<file path="config.mk">
export PLATFORM = sky130hd
export DESIGN_NAME = uart_rx_queue
export DESIGN_NICKNAME = d
export VERILOG_FILES = /design/src/rtl/uart_rx_queue.sv
export SDC_FILE = /design/constraint.sdc
export NUM_CORES = 1
export LEC_CHECK = 0
export BUFFER_PORTS_ARGS = -buffer_cell sky130_fd_sc_hd__buf_4
export CAP_MARGIN = 10
export CORE_MARGIN = 2
export CORE_UTILIZATION = 40
export CTS_BUF_LIST = sky130_fd_sc_hd__clkbuf_8
export CTS_CLUSTER_DIAMETER = 100
export CTS_CLUSTER_SIZE = 12
export DETAILED_ROUTE_END_ITERATION = 10
export GPL_TIMING_DRIVEN = 0
export PLACE_DENSITY = 0.67
export SYNTH_ARGS = -nofsm -noshare
export SYNTH_HDL_FRONTEND = slang
export SYNTH_SLANG_ARGS = --single-unit
</file>
<file path="constraint.sdc">
create_clock -name clk -period 5.4 [get_ports clk]
set_clock_uncertainty 0.15 [all_clocks]
set_input_delay 0.54 -clock clk [delete_from_list [all_inputs] [get_ports clk]]
set_output_delay 0.54 -clock clk [all_outputs]
set_load 0.03 [all_outputs]
</file>
<file path="src/rtl/uart_rx_queue.sv">
module uart_rx_queue #(
  parameter int DEPTH = 16,
  parameter int DW    = 8,
  parameter int CW    = 16,
  localparam int AW = $clog2(DEPTH),
  localparam int NW = $clog2(DEPTH + 1),
  localparam int TW = CW + 2
) (
  input  logic          clk,
  input  logic          rst_n,
  input  logic [CW-1:0] char_cycles,
  input  logic          ctl_we,
  input  logic [7:0]    ctl_wdata,
  output logic [7:0]    ctl_q,
  input  logic          rx_valid,
  input  logic [DW-1:0] rx_data,
  input  logic          rx_break,
  input  logic          rd_en,
  output logic [DW-1:0] rd_data,
  input  logic          lsr_rd,
  output logic [NW-1:0] count,
  output logic          data_ready,
  output logic          brk,
  output logic          overrun,
  output logic          trig_hit,
  output logic          timeout_pend,
  output logic          tx_flush
);

  logic [7:0]    fcr;
  logic [DW-1:0] mem [DEPTH];
  logic [AW-1:0] rp, wp;
  logic [NW-1:0] cnt, lvl;
  logic          dr, bk, ov, pend, run, txf;
  logic          dr_n, bk_n, ov_n;
  logic [TW-1:0] tmr;
  logic [DW-1:0] hold, hold_n;

  wire fen      = fcr[0];
  wire en_flip  = ctl_we & (ctl_wdata[0] ^ fen);
  wire rst_rx   = (ctl_we & ctl_wdata[1]) | en_flip;
  wire rst_tx   = (ctl_we & ctl_wdata[2]) | en_flip;
  wire do_rd    = rd_en & ~rst_rx;
  wire do_push  = (rx_valid | rx_break) & ~rst_rx;
  wire [DW-1:0] pbyte = rx_break ? '0 : rx_data;
  wire pop      = do_rd & fen & (cnt != '0);
  wire [NW-1:0] cnt_mid = cnt - NW'(pop);
  wire accept   = do_push & fen & (cnt_mid != NW'(DEPTH));
  wire [NW-1:0] cnt_nx = cnt_mid + NW'(accept);
  wire restart  = fen & (do_push | (do_rd & (cnt_mid != '0)));
  wire expire   = run & ~restart & (tmr <= TW'(1));
  wire [TW-1:0] tmo_load = {char_cycles, 2'b00};

  always_comb begin
    case (fcr[7:6])
      2'd0:    lvl = NW'(1);
      2'd1:    lvl = NW'(4);
      2'd2:    lvl = NW'(8);
      default: lvl = NW'(14);
    endcase
  end

  always_comb begin
    dr_n = dr; bk_n = bk; ov_n = ov; hold_n = hold;
    if (lsr_rd) begin bk_n = 1'b0; ov_n = 1'b0; end
    if (do_rd && (!fen || cnt_mid == '0)) begin dr_n = 1'b0; bk_n = 1'b0; end
    if (do_push) begin
      if (fen ? !accept : dr_n) ov_n = 1'b1;
      if (!fen) hold_n = pbyte;
      dr_n = 1'b1;
      if (rx_break) bk_n = 1'b1;
    end
    if (rst_rx) begin dr_n = 1'b0; bk_n = 1'b0; end
  end

  always_ff @(posedge clk) begin
    if (accept) mem[wp] <= pbyte;
  end

  always_ff @(posedge clk or negedge rst_n) begin
    if (!rst_n) begin
      fcr <= '0; rp <= '0; wp <= '0; cnt <= '0;
      dr <= 1'b0; bk <= 1'b0; ov <= 1'b0; hold <= '0;
      pend <= 1'b0; run <= 1'b0; tmr <= '0; txf <= 1'b0;
    end else begin
      txf <= rst_tx;
      dr <= dr_n; bk <= bk_n; ov <= ov_n; hold <= hold_n;
      if (ctl_we) fcr <= ctl_wdata & 8'hC9;
      if (rst_rx) begin
        rp <= '0; wp <= '0; cnt <= '0;
        pend <= 1'b0; run <= 1'b0;
      end else begin
        cnt <= cnt_nx;
        if (pop)    rp <= (rp == AW'(DEPTH - 1)) ? '0 : rp + 1'b1;
        if (accept) wp <= (wp == AW'(DEPTH - 1)) ? '0 : wp + 1'b1;
        if (fen && do_rd) pend <= 1'b0;
        if (restart) begin
          tmr <= tmo_load; run <= 1'b1;
        end else if (expire) begin
          run <= 1'b0;
          if (cnt_nx != '0) pend <= 1'b1;
        end else if (run) begin
          tmr <= tmr - 1'b1;
        end
      end
    end
  end

  assign ctl_q        = fcr;
  assign rd_data      = fen ? ((cnt != '0) ? mem[rp] : '0) : hold;
  assign count        = cnt;
  assign data_ready   = dr;
  assign brk          = bk;
  assign overrun      = ov;
  assign trig_hit     = fen ? (cnt >= lvl) : dr;
  assign timeout_pend = pend;
  assign tx_flush     = txf;

endmodule

</file>
After elaboration in Yosys (flattened, before gate mapping)
Memories as Yosys holds them, arrays and structs flattened.
Cells that the tools add are included.
W data, S select, Z words.
{"block": "word_totals", "word_cells": 100, "in_bits": 39, "ramBits": 128, "reg_bits": 49, "output_inout_bits": 27, "memories": 1}
{"block": "classes", "n_reduce_logical": 16, "muxes": 37, "n_lt_le_gt_ge": 2, "bitwise_logic": 21, "eq_ne": 6, "addsub": 5}
{"name": "mem", "words": 16, "word_bits": 8, "rd": 1, "rd_ports_with_merged_regs": 0, "write_ports": 1, "line": "31", "source": "logic [DW-1:0] mem [DEPTH];"}
{"operator": "$mux W18", "n": 3}
{"operator": "$mux W4", "n": 6}
{"operator": "$mux W8", "n": 3}
{"operator": "$mux W1", "n": 23}
{"operator": "$le A18 B1 Y1 const B", "n": 1}
{"operator": "$sub A18 B1 Y18 const B", "n": 1}
{"operator": "$reduce_bool A5 Y1", "n": 3}
{"operator": "$and A1 B1 Y1", "n": 13}
{"operator": "$pmux W4 S3", "n": 1}
{"operator": "$add A4 B1 Y4 const B", "n": 2}
{"operator": "$eq A4 B4 Y1 const B", "n": 2}
{"operator": "$reduce_bool A2 Y1", "n": 3}
{"operator": "$add A5 B1 Y5", "n": 1}
{"operator": "$ge A5 B5 Y1", "n": 1}
{"operator": "$logic_not A5 Y1", "n": 1}
{"operator": "$mux W5", "n": 1}
{"operator": "$ne A5 B5 Y1 const B", "n": 1}
{"operator": "$sub A5 B1 Y5", "n": 1}
{"operator": "$or A1 B1 Y1", "n": 4}
{"operator": "$not A1 Y1", "n": 3}
{"operator": "$reduce_and A3 Y1", "n": 1}
{"operator": "$reduce_bool A3 Y1", "n": 1}
{"operator": "$eq A2 B1 Y1 const B", "n": 1}
{"operator": "$eq A2 B2 Y1 const B", "n": 1}
{"operator": "7 further kinds", "n": 9}

Depth between registers and ports, before layout
Gate-level depths: netlist of the first run.
{"block": "depth", "depth_word": 18, "ltp_mapped": 19}

Least setup slack after synthesis of the first run
Ideal clock, no wire load.
{"block": "synth_timing", "path_type": "flip-flop to flip-flop", "from": "register cnt[3] (netlist: count[3])", "to": "register pend (netlist: timeout_pend)", "setup_slack_ns": 0.800, "t_arrival_ns": 4.328, "stages_incl_launch_ff": 17, "t_required_ns": 5.128, "setup_time_ns": 0.122, "cell_sequence": "dfrtp_1 buf_6 or2_2 o41ai_2 or2_2 nor2_1 ha_1 ha_1 buf_2 o31a_1 o21ai_2 inv_2 ha_1 ha_1 or4_1 o2111ai_1 nand2_1"}
{"block": "synth_via", "elab_chain_cells": 13, "word_cells_on_any_way": 18, "classes_between": "2 x add/sub; 1 x eq/ne; 4 x mux; 8 x bitwise; 3 x reduce/logical"}
{"element": "start: declaration", "line": "33", "source": "logic [NW-1:0] cnt, lvl;"}
{"element": "start signal: assignment", "line": "93", "source": "cnt <= cnt_nx;"}
{"element": "$reduce_bool A5 Y1", "line": "46", "source": "wire pop = do_rd & fen & (cnt != '0);"}
{"element": "$and A1 B1 Y1", "line": "46"}
{"element": "$sub A5 B1 Y5 *", "line": "47", "source": "wire [NW-1:0] cnt_mid = cnt - NW'(pop);"}
{"element": "branches (longest 8 deep; another with $add A5 B1 Y5)"}
{"element": "$mux W1 *", "line": "97", "source": "if (restart) begin"}
{"element": "$mux W1 *", "line": "89", "source": "if (rst_rx) begin"}
{"element": "end signal: assignment", "line": "91", "source": "pend <= 1'b0; run <= 1'b0;"}
{"element": "end signal: assignment", "line": "96", "source": "if (fen && do_rd) pend <= 1'b0;"}
{"element": "end signal: assignment", "line": "101", "source": "if (cnt_nx != '0) pend <= 1'b1;"}
{"element": "end: declaration", "line": "34", "source": "logic dr, bk, ov, pend, run, txf;"}
Mark *: on every way between the ends.
A chain may end at the register's enable or synchronous reset.

Final worst setup path of the first run
{"block": "layout_timing", "from": "register fcr[0] (netlist: ctl_q[0])", "to": "register pend (netlist: timeout_pend)"}
{"block": "layout_via", "elab_chain_cells": 18, "word_cells_on_any_way": 27, "classes_between": "2 x add/sub; 1 x eq/ne; 5 x mux; 16 x bitwise; 3 x reduce/logical"}
{"element": "start: declaration", "line": "30", "source": "logic [7:0] fcr;"}
{"element": "start signal: assignment", "line": "88", "source": "if (ctl_we) fcr <= ctl_wdata & 8'hC9;"}
{"element": "branches (longest 17 deep; another with $sub A5 B1 Y5)"}
{"element": "$mux W1 *", "line": "89"}
Marked as above.

==> results of run 1 <==
## sequential cells by signal, indices dropped and copies added, names as in the netlist
signal and cells:
brk 1, count 5, ctl_q 4, data_ready 1, hold 8, mem 128
overrun 1, rp 4, run 1, timeout_pend 1, tmr 18, tx_flush 1
wp 4
## stage by stage
stage / instance area, um2 / setup WS, ns / hold slack (ns) / power, W
floorplan: 8260 / 0.800 / 0.0944 / 0.00269
global placement: 9030 / -0.274 / 0.341 / 0.00304
detailed placement: 9090 / 0.0691 / 0.334 / 0.00309
CTS: 9510 / 0.0420 / 0.0745 / 0.00404
global route: 9570 / 0.0274 / 0.0890 / 0.00424
finish: 9570 / 0.323 / 0.104 / 0.00403
## worst reg2reg max path, cell delays in order (launching register included)
cell and delay [ns]:
sky130_fd_sc_hd__dfrtp_1 0.41, sky130_fd_sc_hd__xor2_1 0.26, sky130_fd_sc_hd__o21a_1 0.33, sky130_fd_sc_hd__buf_2 0.31
sky130_fd_sc_hd__buf_1 0.42, sky130_fd_sc_hd__nor2_1 0.11, sky130_fd_sc_hd__ha_1 0.25, sky130_fd_sc_hd__ha_1 0.19
sky130_fd_sc_hd__buf_2 0.19, sky130_fd_sc_hd__o31a_1 0.33, sky130_fd_sc_hd__o21ai_2 0.45, sky130_fd_sc_hd__inv_2 0.20
sky130_fd_sc_hd__ha_1 0.27, sky130_fd_sc_hd__ha_1 0.31, sky130_fd_sc_hd__or4_1 0.53, sky130_fd_sc_hd__o2111ai_1 0.19
sky130_fd_sc_hd__nand2_1 0.07
## path summary, 6_finish.rpt
path | startpoint | to
hold / removal | lsr_rd | overrun
hold reg to reg | timeout_pend | timeout_pend
setup / recovery | ctl_q[0] | timeout_pend
setup reg to reg | ctl_q[0] | timeout_pend
min in group asynchronous | rst_n | tmr[4]
max in group asynchronous | rst_n | hold[1]
## repair_timing
action,CTS,global route
buffers inserted,0,0
endpoints found under the setup margin,0,1
gates resized for setup,0,1
hold endpoints to repair,49,0
hold buffers,1,0
## layout make-up
type | count | area share
sequential | 177 | 0.530
clock buffer | 17 | 0.0245
inverter | 40 | 0.0157
timing repair buffer | 70 | 0.0542
multi-input combinational | 335 | 0.303
tap | 270 | 0.0353
buffer | 32 | 0.0179
clock inverter | 15 | 0.0190
## report_power, final
group          switching, W  internal, W  total (W)
clock              0.000496     0.000463   0.000959
sequential         0.000145      0.00159    0.00173
combinational      0.000750     0.000589    0.00134
## logic make-up after synthesis
family                   after synthesis  share of synthesized area
AO/OA/AOI/OAI                         98                     0.0819
XOR/XNOR                              13                     0.0147
adder cells (fa/ha/maj)               15                     0.0228
buffers and inverters                 72                     0.0390
flip-flops                           177                      0.615
multiplexers                          48                      0.120
other                                  1                   0.000455
AND/OR/NAND/NOR                      157                      0.107
## per-layer routing
metal	GRT usage	routed length [um]
met1	0.235	7920
met2	0.271	8540
met3	0.0358	1060
met4	0.0587	260
met5	0	0
## placed cells by master, fill, tap and decap left out, types with 4 or more instances in the layout
| master | count |
|---|---|
| sky130_fd_sc_hd__a21oi_1 | 15 |
| sky130_fd_sc_hd__a31oi_1 | 4 |
| sky130_fd_sc_hd__and2_1 | 8 |
| sky130_fd_sc_hd__and3_1 | 6 |
| sky130_fd_sc_hd__buf_2 | 15 |
| sky130_fd_sc_hd__buf_4 | 68 |
| sky130_fd_sc_hd__clkbuf_1 | 11 |
| sky130_fd_sc_hd__clkbuf_8 | 17 |
| sky130_fd_sc_hd__conb_1 | 4 |
| sky130_fd_sc_hd__dfrtp_1 | 49 |
| sky130_fd_sc_hd__edfxtp_1 | 128 |
| sky130_fd_sc_hd__ha_1 | 15 |
| sky130_fd_sc_hd__inv_1 | 40 |
| sky130_fd_sc_hd__mux2i_1 | 5 |
| sky130_fd_sc_hd__mux4_2 | 40 |
| sky130_fd_sc_hd__nand2_1 | 41 |
| sky130_fd_sc_hd__nand3_1 | 13 |
| sky130_fd_sc_hd__nand4_1 | 4 |
| sky130_fd_sc_hd__nor2_1 | 27 |
| sky130_fd_sc_hd__nor2b_1 | 11 |
| sky130_fd_sc_hd__nor3_1 | 11 |
| sky130_fd_sc_hd__nor3b_1 | 5 |
| sky130_fd_sc_hd__nor4b_2 | 4 |
| sky130_fd_sc_hd__o21a_1 | 5 |
| sky130_fd_sc_hd__o21ai_0 | 25 |
| sky130_fd_sc_hd__o22ai_1 | 15 |
| sky130_fd_sc_hd__or3_1 | 5 |
| sky130_fd_sc_hd__xnor2_1 | 6 |
| sky130_fd_sc_hd__xor2_1 | 6 |
==> PnR_summary.wiki, run 1 <==
{| class="wikitable"
! Metric !! Value
|-
| Result of the run || finished clean
|-
| Cells along the critical path || xor2_1, o21a_1, buf_2, buf_1, nor2_1, ha_1, ha_1, buf_2, o31a_1, o21ai_2, inv_2, ha_1, ha_1, or4_1, o2111ai_1, nand2_1
|-
| Achievable clock frequency || 197 MHz
|-
| Final TNS setup || 0 ns
|-
| Count of cell instances traversed by the critical path || 16
|-
| Number of distinct library cell variants in the gate-level netlist after synthesis || 69
|-
| Cells on Worst Hold Path || 2
|-
| Number of global-route vias before repair || 5179
|-
| Tightest Pin Transition || 1.21 ns
|-
| Final critical delay including setup and external delays || 5.08 ns
|-
| Number of synthesized register bits || 177
|-
| CP required || 5.61 ns
|-
| Final HPWL from detailed placement || 12900 um
|-
| RSZ-0062 raised after global routing || false
|-
| Tightest slew margin relative to the limit || 0.193
|-
| Sequential area share after synthesis || 0.615
|-
| Total iterations of the first detailed-routing run || 5
|-
| Die area || 21800 um2
|-
| Clock root buffer master || sky130_fd_sc_hd__clkbuf_8
|-
| Top-Level Pins || 66
|-
| Primary FF master, synth || sky130_fd_sc_hd__edfxtp_1
|-
| Number of buffers added by the clock tree synthesis step || 17
|-
| Synth Warn # || 0
|-
| Gp weighted congestion || 0.889
|-
| Area Overhead vs Synth || 16.0%
|-
| Cell taking the most area after synthesis || sky130_fd_sc_hd__edfxtp_1
|-
| Clock transition time at the flip-flop clock pins of the worst setup and hold paths || 0.09 ns
|-
| CP bufs+invs || 4
|-
| FILL cells || 1739
|-
| Number of instances in the synthesized netlist || 581
|-
| CP arrival || 5.29 ns
|-
| Top post-synthesis cells by count || 128 x sky130_fd_sc_hd__edfxtp_1, 49 x sky130_fd_sc_hd__dfrtp_1, 41 x sky130_fd_sc_hd__nand2_1
|-
| DR WL/cell || 18.6 um
|-
| Crit Path Category || reg -> reg
|-
| Areal power density over the cells || 421 nW/um2
|-
| Via count || 5176
|-
| Starting utilization of the core area || 0.408
|-
| Final core utilization || 0.473
|-
| Area of the multi-input gates || 2900 um2
|-
| Worst Path Max Fanout || 10
|-
| Die X-Extent || 148 um
|-
| Area fraction of the dominant cell type after synthesis || 0.466
|-
| Number of buffers on the longest clock path || 2
|-
| Kind of end point of the critical path || register
|-
| Via density per instance || 5.41
|-
| Skew-Pair Late Insertion Delay || 0.47 ns
|-
| Average footprint of a synthesized cell || 14.2 um2
|-
| Largest net degree at the start of global routing || 50
|-
| Post-Route WL || 17800 um
|-
| Most used standard cell by instance count after synthesis || sky130_fd_sc_hd__edfxtp_1
|-
| Antenna cell count || 0
|-
| Final clock period utilization by the worst path || 0.940
|-
| Biggest area contributors in the synthesized netlist || sky130_fd_sc_hd__edfxtp_1 47%, sky130_fd_sc_hd__dfrtp_1 15%, sky130_fd_sc_hd__mux4_2 11%, sky130_fd_sc_hd__ha_1 2.3%, sky130_fd_sc_hd__nand2_1 1.9%
|-
| Final Hold Viols || 0
|-
| Clock H-tree levels || 4
|-
| Critical Path Source Type || register
|-
| Peak ir drop on the vdd network || 175 uV
|-
| Post-layout net count || 727
|-
| R2R Setup Slk || 0.32 ns
|-
| Synthesized cell area || 8250 um2
|-
| Cell Count, Final, Fillers Out || 956
|-
| Grt ovf || 0
|-
| Share of synthesized registers carrying an async set or reset || 0.277
|-
| Area of all sequential standard cells || 5070 um2
|-
| # setup viols final || 0
|-
| Slowest stage cell, crit path || sky130_fd_sc_hd__or4_1
|-
| Count of flip-flops with a built-in enable after synthesis || 128
|-
| Aggregate global-route resource usage || 0.170
|-
| DRC errors left || 0
|-
| Total of buffers placed on input and output ports || 58
|-
| First-pass GRT wire length || 28300 um
|-
| Final antenna-violating net count || 0
|-
| Number of instances in the placed design || 916
|-
| Most frequent cell on the critical path || sky130_fd_sc_hd__ha_1
|-
| Number of clock sinks || 177
|-
| Clock tree from TritonCTS || built
|-
| Leakage Power || 3.57 nW
|-
| Type of the tightest min-delay check || in -> reg
|-
| Core Box Area || 20200 um2
|-
| Std-Cell Rows || 52
|-
| Max-cap viol count || 0
|-
| Fin. max-slew vios || 0
|-
| Biggest cell delay along the critical path || 0.53 ns
|-
| Y dimension of the die || 148 um
|-
| Antenna violations before repair || 0
|-
| Iteration-0 DRC count of the detailed router || 377
|-
| Fraction of final layout cells with drive strength greater than 1 || 0.265
|-
| Largest delay contributor family on the critical path || compound AO/OA/AOI/OAI gates
|-
| Number of cells on the worst reg-to-reg path || 16
|}
No activity file was read; power rests on OpenSTA's default activity.
==> run 2: changes to the inputs <==
Settings changed: MAX_ROUTING_LAYER set to met4.
==> PnR_summary.wiki, run 2 (same netlist as run 1, synthesis figures left out) <==
{| class="wikitable"
! Metric !! Value
|-
| Fin. max-slew vios || 0 (unchanged)
|-
| Antenna cell count || 0 (unchanged)
|-
| Total of buffers placed on input and output ports || 58 (unchanged)
|-
| Aggregate global-route resource usage || 0.176 (was 0.170)
|-
| Area Overhead vs Synth || 15.5% (was 16.0%)
|-
| Peak ir drop on the vdd network || 186 uV (was 175 uV)
|-
| Die X-Extent || 148 um (unchanged)
|-
| First-pass GRT wire length || 28400 um (was 28300 um)
|-
| Biggest cell delay along the critical path || 0.52 ns (was 0.53 ns)
|-
| Largest delay contributor family on the critical path || compound AO/OA/AOI/OAI gates (unchanged)
|-
| Clock root buffer master || sky130_fd_sc_hd__clkbuf_8 (unchanged)
|-
| Commonest non-fill, non-tap cell in the layout || sky130_fd_sc_hd__edfxtp_1 (unchanged)
|-
| Starting utilization of the core area || 0.408 (unchanged)
|-
| Total iterations of the first detailed-routing run || 7 (was 5)
|-
| Antenna violations before repair || 0 (unchanged)
|-
| Slowest stage cell, crit path || sky130_fd_sc_hd__or4_1 (unchanged)
|-
| Leading cell types in the layout, fill and taps excluded || 128 x sky130_fd_sc_hd__edfxtp_1, 67 x sky130_fd_sc_hd__buf_4, 49 x sky130_fd_sc_hd__dfrtp_1 (was 128 x sky130_fd_sc_hd__edfxtp_1, 68 x sky130_fd_sc_hd__buf_4, 49 x sky130_fd_sc_hd__dfrtp_1)
|-
| Grt ovf || 0 (unchanged)
|-
| DR WL/cell || 19.1 um (was 18.6 um)
|-
| Die area || 21800 um2 (unchanged)
|-
| Clock transition time at the flip-flop clock pins of the worst setup and hold paths || 0.10 ns (was 0.09 ns)
|-
| Leakage Power || 3.53 nW (was 3.57 nW)
|-
| R2R Setup Slk || 0.31 ns (was 0.32 ns)
|-
| Achievable clock frequency || 197 MHz (about the same)
|-
| Cells along the critical path || xor2_1, o21a_1, buf_2, buf_1, nor2_1, ha_1, ha_1, buf_2, o31a_1, o21ai_2, inv_2, ha_1, ha_1, or4_1, o2111ai_1, nand2_1 (unchanged)
|-
| Number of flip-flops under the largest register name || 128 (unchanged)
|-
| Number of buffers added by the clock tree synthesis step || 17 (unchanged)
|-
| DRC errors left || 0 (unchanged)
|-
| Tightest slew margin relative to the limit || 0.163 (was 0.193)
|-
| Top-Level Pins || 66 (unchanged)
|-
| Final Hold Viols || 0 (unchanged)
|-
| Critical Path Source Type || register (unchanged)
|-
| Clock H-tree levels || 4 (unchanged)
|-
| Skew-Pair Late Insertion Delay || 0.46 ns (was 0.47 ns)
|-
| Result of the run || finished clean (unchanged)
|-
| Worst Path Max Fanout || 10 (unchanged)
|-
| Tightest Pin Transition || 1.25 ns (was 1.21 ns)
|-
| Register ranked first by flip-flop count || mem (unchanged)
|-
| Final TNS setup || 0 ns (unchanged)
|-
| Crit Path Category || reg -> reg (unchanged)
|-
| Type of the tightest min-delay check || in -> reg (unchanged)
|-
| FILL cells || 1747 (was 1739)
|-
| Largest net degree at the start of global routing || 50 (unchanged)
|-
| Via density per instance || 5.48 (was 5.41)
|-
| Iteration-0 DRC count of the detailed router || 559 (was 377)
|-
| Design Area, Final || 9520 um2 (was 9570 um2)
|-
| Fraction of final layout cells with drive strength greater than 1 || 0.262 (was 0.265)
|-
| CP bufs+invs || 4 (unchanged)
|-
| Most frequent cell on the critical path || sky130_fd_sc_hd__ha_1 (unchanged)
|-
| Gp weighted congestion || 0.891 (was 0.889)
|-
| Core Box Area || 20200 um2 (unchanged)
|-
| # setup viols final || 0 (unchanged)
|-
| CP arrival || 5.30 ns (was 5.29 ns)
|-
| Std-Cell Rows || 52 (unchanged)
|-
| CP required || 5.61 ns (about the same)
|-
| Number of global-route vias before repair || 5134 (was 5179)
|-
| Post-Route WL || 18200 um (was 17800 um)
|-
| Regs by FF count || mem: 128 flops, tmr: 18 flops, hold: 8 flops (unchanged)
|-
| Areal power density over the cells || 416 nW/um2 (was 421 nW/um2)
|-
| Area post-placement || 9090 um2 (unchanged)
|-
| Max-cap viol count || 0 (unchanged)
|-
| Final antenna-violating net count || 0 (unchanged)
|-
| Via count || 5220 (was 5176)
|-
| RSZ-0062 raised after global routing || false (unchanged)
|-
| Final clock period utilization by the worst path || 0.942 (was 0.940)
|-
| Post-layout net count || 724 (was 727)
|-
| Final critical delay including setup and external delays || 5.09 ns (was 5.08 ns)
|-
| Final HPWL from detailed placement || 12900 um (about the same)
|-
| Kind of end point of the critical path || register (unchanged)
|-
| Number of clock sinks || 177 (unchanged)
|-
| Y dimension of the die || 148 um (unchanged)
|-
| Number of buffers on the longest clock path || 2 (unchanged)
|-
| Clock tree from TritonCTS || built (unchanged)
|}
[run 2: repair_timing]
item | 4_1_cts | 5_1_grt
setup buffers | 0 | 0
endpoints found under the setup margin | 9 | 0
gates resized for setup | 1 | 0
hold buffers | 1 | 0
hold endpoints to repair | 49 | 0
[run 2: per-layer routing]
| metal | GRT usage | vias to the layer above | part of all wire |
|---|---|---|---|
| met5 | - | - | 0 |
| li1 | - | 2382 | - |
| met1 | 0.244 | 2643 | 0.46 |
| met4 | 0.0620 | 0 | 0.013 |
| met2 | 0.262 | 175 | 0.47 |
| met3 | 0.0358 | 20 | 0.052 |
[run 2: final timing paths]
kind / startpoint / endpoint / cells past startpoint
min in group asynchronous: rst_n / tmr[1] / 2
worst max register to register: ctl_q[0] / timeout_pend / 16
worst min-delay path: lsr_rd / overrun / 2
worst min register to register: timeout_pend / timeout_pend / 2
max in group asynchronous: rst_n / rp[3] / 2
worst max-delay path: ctl_q[0] / timeout_pend / 16
[run 2: stage by stage]
stage                     hold WS, ns  power, W  worst slack, ns  instances   util
after floorplan                0.0944   0.00269            0.800        584      -
after global placement          0.341   0.00305           -0.197        912  0.446
after detailed placement        0.344   0.00309         -0.00892        916  0.449
after CTS                      0.0761   0.00399            0.320        949  0.469
after global routing           0.0791   0.00418           0.0118        953  0.471
final                           0.115   0.00396            0.313        953  0.471
[run 2: layout make-up]
class                   count  area (um2)  share of cell area
plain buffers              32         171              0.0180
clock buffers              17         234              0.0246
clock inverters            15         154              0.0162
inverters                  40         150              0.0158
multi-input cells         335        2910               0.305
flip-flops and latches    177        5070               0.532
well taps                 270         338              0.0355
repair buffers             67         498              0.0523
[run 2: report_power, final]
| part | total, W | internal, W | switching [W] |
|---|---|---|---|
| clock network | 0.000892 | 0.000378 | 0.000514 |
| registers | 0.00173 | 0.00159 | 0.000147 |
| logic | 0.00134 | 0.000588 | 0.000752 |
